==> src/rtl/scmd_pkg.sv <==
package scmd_pkg;
  localparam int DATA_W = 8;
  localparam int SEQ_W  = 3;

  typedef enum logic [6:0] {
    OP_NOP     = 7'h00,
    OP_FLUSH   = 7'h01,
    OP_CHIPRST = 7'h02,
    OP_BUSRST  = 7'h03,
    OP_XFER    = 7'h10,
    OP_CMPLT   = 7'h11,
    OP_MSGOK   = 7'h12,
    OP_PAD     = 7'h18,
    OP_ATN     = 7'h1A,
    OP_SEL     = 7'h41,
    OP_SELA    = 7'h42,
    OP_SELAS   = 7'h43,
    OP_ENSEL   = 7'h44
  } op_e;

  typedef struct packed {
    logic nop;
    logic flush;
    logic chiprst;
    logic busrst;
    logic xfer;
    logic cmplt;
    logic msgok;
    logic pad;
    logic atn;
    logic sel;
    logic sela;
    logic selas;
    logic ensel;
    logic bad;
  } op_hot_t;

  localparam logic [DATA_W-1:0] INT_FC   = 8'h08;
  localparam logic [DATA_W-1:0] INT_BS   = 8'h10;
  localparam logic [DATA_W-1:0] INT_DC   = 8'h20;
  localparam logic [DATA_W-1:0] INT_RST  = 8'h80;
  localparam logic [DATA_W-1:0] ST_TC    = 8'h10;
  localparam logic [DATA_W-1:0] ST_CMD   = 8'h02;
  localparam logic [DATA_W-1:0] ST_MSGIN = 8'h07;
  localparam logic [SEQ_W-1:0]  SEQ_CMD  = 3'd4;
endpackage

==> src/rtl/scmd_opdec.sv <==
module scmd_opdec
  import scmd_pkg::*;
(
  input  logic [6:0] op,
  output op_hot_t    hot
);
  always_comb begin
    hot = '0;
    case (op)
      OP_NOP:     hot.nop     = 1'b1;
      OP_FLUSH:   hot.flush   = 1'b1;
      OP_CHIPRST: hot.chiprst = 1'b1;
      OP_BUSRST:  hot.busrst  = 1'b1;
      OP_XFER:    hot.xfer    = 1'b1;
      OP_CMPLT:   hot.cmplt   = 1'b1;
      OP_MSGOK:   hot.msgok   = 1'b1;
      OP_PAD:     hot.pad     = 1'b1;
      OP_ATN:     hot.atn     = 1'b1;
      OP_SEL:     hot.sel     = 1'b1;
      OP_SELA:    hot.sela    = 1'b1;
      OP_SELAS:   hot.selas   = 1'b1;
      OP_ENSEL:   hot.ensel   = 1'b1;
      default:    hot.bad     = 1'b1;
    endcase
  end
endmodule

==> src/rtl/scmd_cnt_reload.sv <==
module scmd_cnt_reload #(
  parameter int LANE_W = 8,
  parameter int LANES  = 2,
  localparam int CNT_W = LANE_W * LANES
) (
  input  logic             clk,
  input  logic             rst_n,
  input  logic             upd,
  input  logic             clr,
  input  logic             dma_bit,
  input  logic [CNT_W-1:0] stage,
  output logic             dma_mode,
  output logic [CNT_W-1:0] cnt
);
  always_ff @(posedge clk or negedge rst_n) begin
    if (!rst_n)   dma_mode <= 1'b0;
    else if (clr) dma_mode <= 1'b0;
    else if (upd) dma_mode <= dma_bit;
  end

  for (genvar g = 0; g < LANES; g++) begin : g_lane
    always_ff @(posedge clk or negedge rst_n) begin
      if (!rst_n)
        cnt[g*LANE_W +: LANE_W] <= '0;
      else if (clr)
        cnt[g*LANE_W +: LANE_W] <= '0;
      else if (upd && dma_bit)
        cnt[g*LANE_W +: LANE_W] <= stage[g*LANE_W +: LANE_W];
    end
  end
endmodule

==> src/rtl/scmd_regs.sv <==
module scmd_regs
  import scmd_pkg::*;
(
  input  logic              clk,
  input  logic              rst_n,
  input  logic              go,
  input  op_hot_t           hot,
  input  logic              dma_bit,
  input  logic              tgt,
  input  logic              quiet,
  output logic [DATA_W-1:0] int_cause,
  output logic [SEQ_W-1:0]  seq_step,
  output logic [DATA_W-1:0] status,
  output logic              capture,
  output logic              irq
);
  logic any_sel;
  assign any_sel = hot.sel | hot.sela | hot.selas;

  always_ff @(posedge clk or negedge rst_n) begin
    if (!rst_n) begin
      int_cause <= '0;
      seq_step  <= '0;
      status    <= '0;
      capture   <= 1'b0;
      irq       <= 1'b0;
    end else if (go) begin
      if (hot.chiprst) begin
        int_cause <= '0;
        seq_step  <= '0;
        status    <= '0;
        capture   <= 1'b0;
        irq       <= 1'b0;
      end else if (hot.flush) begin
        int_cause <= INT_FC;
        seq_step  <= '0;
      end else if (hot.busrst) begin
        int_cause <= INT_RST;
        if (!quiet) irq <= 1'b1;
      end else if (hot.xfer) begin
        capture <= 1'b0;
      end else if (hot.cmplt) begin
        int_cause <= INT_FC;
        irq       <= 1'b1;
        if (dma_bit) begin
          status   <= ST_TC | ST_MSGIN;
          seq_step <= SEQ_CMD;
        end else begin
          status <= status | ST_MSGIN;
        end
      end else if (hot.msgok) begin
        int_cause <= INT_DC;
        seq_step  <= '0;
        irq       <= 1'b1;
      end else if (hot.pad) begin
        status    <= ST_TC;
        int_cause <= INT_FC;
        seq_step  <= '0;
      end else if (any_sel && !tgt) begin
        status    <= '0;
        int_cause <= INT_DC;
        seq_step  <= '0;
        irq       <= 1'b1;
      end else if (hot.selas) begin
        status    <= ST_TC | ST_CMD;
        int_cause <= INT_BS | INT_FC;
        seq_step  <= SEQ_CMD;
        capture   <= 1'b1;
        irq       <= 1'b1;
      end else if (hot.ensel) begin
        int_cause <= '0;
      end
    end
  end
endmodule

==> src/rtl/scmd_decoder.sv <==
module scmd_decoder
  import scmd_pkg::*;
#(
  parameter int CNT_LANES = 2,
  parameter int QUIET_BIT = 6,
  localparam int CNT_W = DATA_W * CNT_LANES
) (
  input  logic              clk,
  input  logic              rst_n,
  input  logic              cmd_valid,
  input  logic [7:0]        cmd_byte,
  input  logic [CNT_W-1:0]  stage_cnt,
  input  logic [DATA_W-1:0] cfg_reg,
  input  logic              tgt_present,
  output logic              dma_mode,
  output logic [CNT_W-1:0]  live_cnt,
  output logic [DATA_W-1:0] int_cause,
  output logic [SEQ_W-1:0]  seq_step,
  output logic [DATA_W-1:0] status,
  output logic              cmd_capture,
  output logic              irq,
  output logic              flags_clr,
  output logic              chip_rst,
  output logic              xfer_go,
  output logic              sel_go,
  output logic              bad_op
);
  op_hot_t hot;
  logic    accept;
  logic    soft_clr;

  scmd_opdec u_dec (
    .op  (cmd_byte[6:0]),
    .hot (hot)
  );

  assign accept   = cmd_valid & ~hot.bad;
  assign soft_clr = cmd_valid & hot.chiprst;

  scmd_cnt_reload #(.LANE_W(DATA_W), .LANES(CNT_LANES)) u_cnt (
    .clk      (clk),
    .rst_n    (rst_n),
    .upd      (accept),
    .clr      (soft_clr),
    .dma_bit  (cmd_byte[7]),
    .stage    (stage_cnt),
    .dma_mode (dma_mode),
    .cnt      (live_cnt)
  );

  scmd_regs u_regs (
    .clk       (clk),
    .rst_n     (rst_n),
    .go        (cmd_valid),
    .hot       (hot),
    .dma_bit   (cmd_byte[7]),
    .tgt       (tgt_present),
    .quiet     (cfg_reg[QUIET_BIT]),
    .int_cause (int_cause),
    .seq_step  (seq_step),
    .status    (status),
    .capture   (cmd_capture),
    .irq       (irq)
  );

  always_ff @(posedge clk or negedge rst_n) begin
    if (!rst_n) begin
      flags_clr <= 1'b0;
      chip_rst  <= 1'b0;
      xfer_go   <= 1'b0;
      sel_go    <= 1'b0;
      bad_op    <= 1'b0;
    end else begin
      flags_clr <= cmd_valid & (hot.flush | hot.msgok);
      chip_rst  <= soft_clr;
      xfer_go   <= cmd_valid & hot.xfer;
      sel_go    <= cmd_valid & tgt_present & (hot.sel | hot.sela | hot.selas);
      bad_op    <= cmd_valid & hot.bad;
    end
  end
endmodule

==> config.mk <==
export PLATFORM = sky130hd
export DESIGN_NAME = scmd_decoder
export DESIGN_NICKNAME = d
export VERILOG_FILES = /design/src/rtl/scmd_pkg.sv /design/src/rtl/scmd_opdec.sv /design/src/rtl/scmd_cnt_reload.sv /design/src/rtl/scmd_regs.sv /design/src/rtl/scmd_decoder.sv
export SDC_FILE = /design/constraint.sdc
export NUM_CORES = 1
export LEC_CHECK = 0
export BUFFER_PORTS_ARGS = -buffer_cell sky130_fd_sc_hd__buf_2
export CORE_ASPECT_RATIO = 1.5
export CORE_MARGIN = 2
export CORE_UTILIZATION = 35
export CTS_CLUSTER_SIZE = 16
export DETAILED_ROUTE_END_ITERATION = 16
export GPL_TIMING_DRIVEN = 0
export SLEW_MARGIN = 10
export SYNTH_ARGS = -nofsm -noshare
export SYNTH_HDL_FRONTEND = slang
export SYNTH_SLANG_ARGS = --single-unit
export TNS_END_PERCENT = 100
==> constraint.sdc <==
create_clock -name clk -period 0.95 [get_ports clk]
set_input_delay 0.19 -clock clk [delete_from_list [all_inputs] [get_ports clk]]
set_output_delay 0.19 -clock clk [all_outputs]
set_load 0.02 [all_outputs]
==> impl_metrics.ini, run 1 <==
[sta]
slew-limit-headroom = 0.531
rsz0062_at_grt = yes
setup_viol = 62
fin_crit_sh = 1.72
worst_slack_ps = -687
hold_viol = 32
holdWs_ps = -55.6
skew_ps = 0
tightest_slew_ps = 703
layout_min_cycle_time_ps = 1640
slew_violations = 0
fmax_mhz = 611

[synth]
netlist_instances = 191
seq_area_frac_synth = 0.419
yosysUniqueCellTypes = 51
synth_edf_count = 0
synthArstFlopShare = 1.00
syn_avg_cell_area_sq_um = 10.0
synth_ff_type = dfrtp_1
ys_warn_count = 0
ys_ff_latch = 32
syn_area_sq_um = 1910

[layout]
multi_input_area_sq_um = 1210
layout_commonest_cell = buf_6
fin_area_sq_um = 3260
final_cell_mix = 46 x buf_6, 41 x buf_4, 32 x dfrtp_1
num-fill-cells = 423
num-nets-final = 338
area_delta_synth_final_pct = 71.0
final_core_util = 0.627
drive_above_1_share = 0.548
antenna_cells = 0
ff_latch_area_sq_um = 801

[placed_design]
pre_cts_ws_ps = -1200
io_buffers = 59
placed_area_sq_um = 2410
gp_congestion = 0.861
place_hpwl_mm = 3.61

[global_routing]
grt_pass1_wl_mm = 8.63
antenna_found_initial = 0
grt_usage = 0.183
grt_pass1_vias = 1811
gr-total-overflow = 0
grt_max_degree = 33

[worst_setup_path]
arrival_ps = 1810
critPathMaxFanout = 5
worstSetupStartpointType = input pin
timing.rr.start = u_regs.status[4]
reg2reg_setup_slack_ps = 60
r2r_cells = 2
crit_type = input pin to flip-flop
r2r-end = u_regs.status[4]
end_kind = flip-flop
cp.required_ps = 1120

[route]
wire_per_inst_microns = 15.7
drc = 0
vias = 1911
viasPerCell = 5.15
first_pass_iters = 4
detail-route-antenna-nets = 0
wirelength_mm = 5.81
drtIter0Drc = 127

[die]
ios = 79
die_y_microns = 94.5
die_w_microns = 64.3
die_area_sq_um = 6070
initial_utilization = 0.367
core_region_area_sq_um = 5200
num_rows = 32

[pwr]
vdd_drop_max_v = 0.000780
leakagePower_uw = 0.00165
powerDensity_nw_per_um2 = 1640

[run]
cap_violations = 0

[run_status]
violations = hold timing, setup timing
status = finished, violations left

[min_path]
hp-class = input pin to async pin

[clocking]
cts-root-buf = clkbuf_8
clk_latency_ps = 280
cts.sinks = 32
ctsHtreeMaxLevel = 2
cts_buffers = 5
cts_tree = yes
path_clk_slew_ps = 70
clk_path_buf_depth = 2
==> worst max-delay path, stage by stage <==
cell       delay [ps]
buf_6             100
buf_8             120
or3b_4            420
nand4b_1          280
buf_4             210
o2111ai_4          90
nand3_2           100
mux2_4            300
==> cell type report <==
type	instances	share of cell area
clock buffers	5	0.0211
multi-input cells	140	0.372
plain buffers	22	0.0678
well taps	68	0.0261
flip-flops and latches	32	0.245
repair buffers	95	0.248
inverters	6	0.00690
clock inverters	3	0.0130
==> layer usage <==
layer / part of all wire / wire length (microns) / track usage
met4: 0.034 / 195 / 0.113
met1: 0.38 / 2190 / 0.207
met5: 0 / 0 / 0
met3: 0.040 / 230 / 0.0250
met2: 0.55 / 3190 / 0.321
==> through the flow <==
| step | power (uW) | hold WS, ps | TNS [ps] | cells |
|---|---|---|---|---|
| after CTS | 5210 | -24.7 | -17160 | 362 |
| final | 5360 | -55.6 | -17590 | 371 |
| after global placement | 3250 | 272 | -28640 | 327 |
| after global routing | 5650 | 2.07 | -20210 | 371 |
| after detailed placement | 3280 | 275 | -28740 | 327 |
| after floorplan | 2760 | -106 | -17730 | 200 |
==> registers in the layout, indices dropped and copies added (netlist names) <==
register,count
flags_clr,1
u_regs.status,3
xfer_go,1
u_regs.irq,1
u_regs.capture,1
sel_go,1
chip_rst,1
bad_op,1
u_cnt.cnt,16
u_cnt.dma_mode,1
u_regs.int_cause,4
u_regs.seq_step,1
==> cells in the mapped netlist, drive strengths merged, types with 3 or more instances <==
master | count | area (sq um)
o2111ai | 3 | 26.3
or3 | 3 | 18.8
o21a | 3 | 22.5
nor2 | 24 | 92.6
mux2i | 19 | 190
buf | 19 | 140
nor4 | 4 | 40.0
dfrtp | 32 | 801
nand2 | 6 | 22.5
nor3 | 4 | 20.0
or2 | 3 | 18.8
mux2 | 4 | 45.0
a21oi | 8 | 40.0
nor4b | 3 | 32.5
nand3 | 5 | 25.0
clkbuf | 3 | 11.3
o22ai | 4 | 25.0
o21ai | 4 | 20.0
inv | 6 | 22.5
nor2b | 3 | 18.8
==> cells by family after synthesis <==
logic type | after synthesis | synth area share
and+or+nand+nor | 72 | 0.220
AOI/OAI and AO/OA | 34 | 0.140
DFF | 32 | 0.419
buffers and inverters | 28 | 0.0911
muxes | 23 | 0.123
xor gates and xnor gates | 1 | 0.00459
other | 1 | 0.00196
==> report_power, final <==
group / leakage (uW) / switching [uW] / internal [uW]
registers: 0.000404 / 220 / 1660
logic: 0.00119 / 1010 / 1180
clock network: 0.0000541 / 510 / 775
==> what timing repair did <==
item,4_1_cts,5_1_grt
pin swaps,16,9
hold endpoints to repair,32,1
resized for setup,102,30
cloned,0,1
endpoints found under the setup margin,64,65
setup buffers,27,9
==> worst max-delay path by stage <==
stage	depth (start not counted)	slack, ps	to	from
floorplan	7	-820	u_regs.int_cause[3]	cmd_byte[0]
global placement	7	-1230	u_regs.int_cause[5]	cmd_byte[5]
detailed placement	7	-1200	u_regs.int_cause[3]	cmd_byte[1]
CTS	8	-640	u_regs.status[4]	cmd_byte[5]
global route	7	-700	u_regs.int_cause[3]	cmd_byte[3]
finish	8	-690	u_regs.status[4]	cmd_byte[5]
(Power assumes the default switching activity.)
==> inputs of run 2 (changes only) <==
--- a/config.mk
+++ b/config.mk
@@ -5,6 +5,7 @@
 export SDC_FILE = /design/constraint.sdc
 export NUM_CORES = 1
 export LEC_CHECK = 0
+export ABC_AREA = 1
 export BUFFER_PORTS_ARGS = -buffer_cell sky130_fd_sc_hd__buf_2
 export CORE_ASPECT_RATIO = 1.5
 export CORE_MARGIN = 2
==> run 2 against run 1 <==
The run still ends with hold timing, setup timing left. Register-to-register slack about the same. Synthesized cell count increased by 34%. Global-route usage decreased by 1.3 points. Worst hold slack improved by 7.4 ps. Via count increased by 7.2%. Non-clock buffer count increased by 11. Clock power decreased by 13%. First-iteration DRC count decreased by 36%. Critical path depth increased by 5. Fmax increased by 29%.
==> impl_metrics.ini, run 2 <==
[run_status]
status = finished, violations left
violations = hold timing, setup timing

[placed_design]
gp_congestion = 0.893
io_buffers = 60
place_hpwl_mm = 3.49
place_inst = 395
placed_area_sq_um = 2370

[sta]
fin_crit_sh = 1.33
hold_viol = 32
setup_viol = 61
rsz0062_at_grt = yes
fmax_mhz = 790
slew_violations = 0
holdWs_ps = -48.2
worst_slack_ps = -316
tightest_slew_ps = 714
skew_ps = 0
slew-limit-headroom = 0.524
layout_min_cycle_time_ps = 1270

[worst_setup_path]
reg2reg_setup_slack_ps = 60
r2r-end = u_regs.capture
crit_type = input pin to flip-flop
r2r_cells = 4
timing.rr.start = u_regs.capture
worstSetupStartpointType = input pin
arrival_ps = 1490
end_kind = flip-flop
cp.required_ps = 1170
critPathMaxFanout = 10

[synth]
yosysUniqueCellTypes = 21
ys_ff_latch = 32
netlist_instances = 256
synth_ff_type = dfrtp_1
synthArstFlopShare = 1.00
yosysMostFrequentCell = nand2_1
synth.largest_area_cell = dfrtp_1
seq_area_frac_synth = 0.413
ys_warn_count = 0
ys_top_cells_by_count = 71 x nand2_1, 33 x inv_1, 32 x dfrtp_1
syn_area_sq_um = 1940
synth_edf_count = 0
syn_avg_cell_area_sq_um = 7.58
synth.area.top_cells = dfrtp_1 41%, nand2_1 14%, nand3_1 6.4%
synth_top_cell_area_share = 0.413

[pwr]
leakagePower_uw = 0.00189
total_power_uw = 5170
powerDensity_nw_per_um2 = 1560
vdd_drop_max_v = 0.000572

[clocking]
path_clk_slew_ps = 70
clk_latency_ps = 280
clk_path_buf_depth = 2
cts.sinks = 32
cts_tree = yes
ctsHtreeMaxLevel = 2
cts_buffers = 5
cts-root-buf = clkbuf_8

[route]
detail-route-antenna-nets = 0
drc = 0
wire_per_inst_microns = 12.2
vias = 2049
viasPerCell = 4.52
wirelength_mm = 5.54
first_pass_iters = 4
drtIter0Drc = 81

[layout]
num-nets-final = 419
area_delta_synth_final_pct = 70.4
drive_above_1_share = 0.551
largest-register = u_cnt.cnt
num-fill-cells = 474
final_cell_mix = 58 x nand2_1, 58 x buf_4, 43 x buf_6
stdcell_count = 453
reg.largest.list = u_cnt.cnt (16), u_regs.int_cause (4), u_regs.status (3)
fin_area_sq_um = 3310
antenna_cells = 0
final_core_util = 0.611
largest_reg_flops = 16

[die]
ios = 79
die_area_sq_um = 6170
core_region_area_sq_um = 5410
die_y_microns = 95.2
die_w_microns = 64.8
initial_utilization = 0.359
num_rows = 33

[global_routing]
gr-total-overflow = 0
grt_max_degree = 33
grt_pass1_vias = 1907
grt_usage = 0.170
antenna_found_initial = 0
grt_pass1_wl_mm = 8.07

[min_path]
hp-class = input pin to async pin

[run]
cap_violations = 0
-- run 2: cell type report --
| cell class | instances | area (sq um) | share of cell area |
|---|---|---|---|
| multi-input combinational | 176 | 1070 | 0.325 |
| timing repair buffer | 111 | 943 | 0.285 |
| clock buffer | 7 | 96.3 | 0.0291 |
| sequential | 32 | 801 | 0.242 |
| tap | 70 | 87.6 | 0.0265 |
| buffer | 17 | 146 | 0.0443 |
| inverter | 40 | 158 | 0.0477 |
-- run 2: logic make-up (layout without fill, tap and decap cells) --
family / after synthesis / in the layout / share of synthesized area
and+or+nand+nor: 151 / 151 / 0.401
buffers and inverters: 57 / 175 / 0.144
DFF: 32 / 32 / 0.413
AOI/OAI and AO/OA: 15 / 15 / 0.0406
other: 1 / 10 / 0.00193
-- run 2: through the flow --
| stage | TNS, ps | hold WS [ps] | setup slack (ps) |
|---|---|---|---|
| after floorplan | -7960 | -106 | -354 |
| after global placement | -17380 | 291 | -693 |
| after detailed placement | -17250 | 280 | -701 |
| after CTS | -8380 | -23.4 | -294 |
| after global routing | -12640 | 5.51 | -415 |
| final | -9150 | -48.2 | -316 |
-- run 2: worst max-delay path, stage by stage --
cell	delay, ps
buf_2	120
nor2_4	160
nand2_4	120
nor2_4	160
nor2_4	60
nand2_2	80
nor2_4	40
nand2_4	60
nand3_4	120
nand2_4	120
buf_12	140
nand2_2	50
nand2_1	60
-- run 2: power breakdown --
part	total, uW	internal [uW]	switching, uW
combinational	2170	1190	984
clock	1120	645	479
sequential	1880	1660	217
total	5170	3490	1680
-- run 2: routing by layer --
| metal | vias to the layer above | wire length [microns] | global-route usage |
|---|---|---|---|
| li1 | 1007 | - | - |
| met1 | 944 | 1880 | 0.159 |
| met2 | 78 | 3160 | 0.338 |
| met3 | 20 | 293 | 0.0342 |
| met4 | 0 | 204 | 0.0833 |
| met5 | - | 0 | 0 |
-- run 2: worst max-delay path by stage --
stage | to | cells after the start | startpoint
2_1_floorplan | u_cnt.cnt[10] | 12 | cmd_byte[3]
6_report | u_cnt.cnt[9] | 13 | cmd_byte[5]
5_1_grt | u_cnt.cnt[8] | 12 | cmd_byte[3]
3_5_place_dp | u_cnt.cnt[11] | 13 | cmd_byte[1]
4_1_cts | u_cnt.cnt[11] | 13 | cmd_byte[2]
3_3_place_gp | u_cnt.cnt[13] | 13 | cmd_byte[1]
-- run 2: timing repair --
| action | 4_1_cts | 5_1_grt |
|---|---|---|
| setup buffers | 33 | 23 |
| endpoints found under the hold margin | 32 | 0 |
| endpoints found under the setup margin | 60 | 62 |
| gates resized for setup | 100 | 46 |
| pin swaps | 15 | 14 |
==> inputs of run 3 (changes only) <==
--- a/config.mk
+++ b/config.mk
@@ -9,10 +9,11 @@
 export BUFFER_PORTS_ARGS = -buffer_cell sky130_fd_sc_hd__buf_2
 export CORE_ASPECT_RATIO = 1.5
 export CORE_MARGIN = 2
-export CORE_UTILIZATION = 35
+export CORE_UTILIZATION = 45
 export CTS_CLUSTER_SIZE = 16
 export DETAILED_ROUTE_END_ITERATION = 16
 export GPL_TIMING_DRIVEN = 0
+export PLACE_DENSITY = 0.75
 export SLEW_MARGIN = 10
 export SYNTH_ARGS = -nofsm -noshare
 export SYNTH_HDL_FRONTEND = slang
==> run 3 against run 2 <==
The run still ends with hold timing, setup timing left. Worst hold slack lost 8.8 ps. Design area shrank 3.5%. Largest cell class is now multi-input combinational cells. Register-to-register slack lost 20 ps.
==> impl_metrics.ini, run 3 (same netlist as run 2, synthesis figures left out) <==
[run_status]
status = finished, violations left
violations = hold timing, setup timing

[layout]
ff_latch_area_sq_um = 801
num-fill-cells = 260
largest_reg_flops = 16
stdcell_count = 425
reg.largest.list = u_cnt.cnt (16), u_regs.int_cause (4), u_regs.status (3)
largest-register = u_cnt.cnt
antenna_cells = 0
multi_input_area_sq_um = 1050
drive_above_1_share = 0.525
final_cell_mix = 62 x nand2_1, 57 x buf_4, 39 x buf_6
area_delta_synth_final_pct = 64.4
layout_commonest_cell = nand2_1
num-nets-final = 414

[worst_setup_path]
worstSetupStartpointType = input pin
cp_num_buf_inv = 2
timing.rr.start = u_cnt.cnt[14]
path_cells = buf_8 -> nor2_4 -> nand2_4 -> nor2_4 -> nor2_2 -> nand2_1 -> nor2_2 -> nand2_4 -> nand3_4 -> nand2_4 -> buf_12 -> nand2_2 -> nand2_2
cp_slowest_cell = nor2_4
critPathMaxFanout = 10
cp_top_family = simple AND/OR/NAND/NOR gates
cp_slowest_stage_delay_ps = 230
crit_start = cmd_byte[3]
critPathMostFrequentCell = nand2_4
arrival_ps = 1540
crit_type = input pin to flip-flop
end_kind = flip-flop
reg2reg_setup_slack_ps = 40
cp.required_ps = 1180

[pwr]
power.switching_uw = 1760
total_power_uw = 5220
p_sw_frac = 0.337
clkPwrFrac = 0.209
leakagePower_uw = 0.00189
vdd_drop_max_v = 0.00148
powerDensity_nw_per_um2 = 1640
pwr-share-seq = 0.360
internal_power_uw = 3460
comb_power_share = 0.431

[sta]
slew-limit-headroom = 0.525
rsz0062_at_grt = yes
slew_violations = 0
fmax_mhz = 764
holdWs_ps = -56.9
hold_viol = 32
layout_min_cycle_time_ps = 1310
fin_crit_sh = 1.38
tightest_slew_ps = 713
skew_ps = 0
worst_slack_ps = -358
setup_viol = 62

[min_path]
hp-class = input pin to async pin

[die]
die_area_sq_um = 4860
die_w_microns = 57.6
initial_utilization = 0.465
core_region_area_sq_um = 4170
num_rows = 29
ios = 79
die_y_microns = 84.4

[route]
viasPerCell = 4.90
vias = 2083
first_pass_iters = 4
wirelength_mm = 5.79
drtIter0Drc = 131
drc = 0
detail-route-antenna-nets = 0
wire_per_inst_microns = 13.6

[global_routing]
gr-total-overflow = 0
grt_pass1_wl_mm = 8.42
grt_max_degree = 33
grt_usage = 0.220
antenna_found_initial = 0
grt_pass1_vias = 2021

[clocking]
cts.sinks = 32
clk_path_buf_depth = 2
clk_latency_ps = 290
cts-root-buf = clkbuf_8
ctsHtreeMaxLevel = 2
cts_buffers = 5
path_clk_slew_ps = 70
cts_tree = yes

[run]
cap_violations = 0

[placed_design]
place_hpwl_mm = 3.33
pre_cts_ws_ps = -697
io_buffers = 60
gp_congestion = 0.922
place_inst = 371
run 3: cell count changes in the layout (fill, tap and decap cells not counted), moves of 2 or more:
| cell | before | now |
|---|---|---|
| nand2_2 | 22 | 15 |
| buf_6 | 43 | 39 |
| nand2_1 | 58 | 62 |
| nor2_2 | 9 | 13 |
| nand2_4 | 10 | 13 |
| nor2_4 | 13 | 10 |
| o21ai_0 | 1 | 4 |
| clkinv_2 | 0 | 2 |
| inv_1 | 30 | 32 |
run 3: cell type report:
type,count,share of cell area
multi-input combinational,176,0.328
timing repair buffer,106,0.280
sequential,32,0.251
inverter,40,0.0486
buffer,17,0.0447
clock buffer,6,0.0259
tap,46,0.0180
clock inverter,2,0.00314
run 3: power groups by stage:
stage	Sequential, uW	Combinational (uW)	Clock, uW
after floorplan	2210	469	0
after global placement	1820	1300	0
after detailed placement	1830	1320	0
after CTS	1870	2020	1100
after global routing	1910	2390	1170
final	1880	2250	1090
run 3: worst paths after layout:
kind	endpoint	cells after the start
setup / recovery	u_cnt.cnt[11]	13
hold / removal	u_cnt.cnt[2]	1
setup reg to reg	u_cnt.cnt[14]	4
hold reg to reg	u_cnt.cnt[13]	2
max in group asynchronous	u_regs.status[4]	1
min in group clk	sel_go	3
run 3: metrics by stage:
stage / cell area, sq um / TNS, ps / utilization / hold WS, ps
floorplan: 1980 / -7960 / - / -106
global placement: 2340 / -16690 / 0.561 / 275
detailed placement: 2340 / -17600 / 0.561 / 276
CTS: 3000 / -8300 / 0.719 / -31.7
global route: 3190 / -13290 / 0.765 / 0.740
finish: 3190 / -10500 / 0.765 / -56.9
run 3: routing by layer:
layer,up-vias,global-route usage,routed length (microns)
met2,87,0.417,3380
met5,-,0,0
met4,0,0.0930,129
met1,982,0.219,1930
met3,14,0.0478,347
li1,1000,-,-
run 3: timing repair:
action | CTS | global route
endpoints found under the setup margin | 60 | 63
gates cloned | 0 | 0
hold endpoints to repair | 32 | 0
pin swaps | 11 | 9
gates resized for setup | 98 | 32
setup buffers | 35 | 12
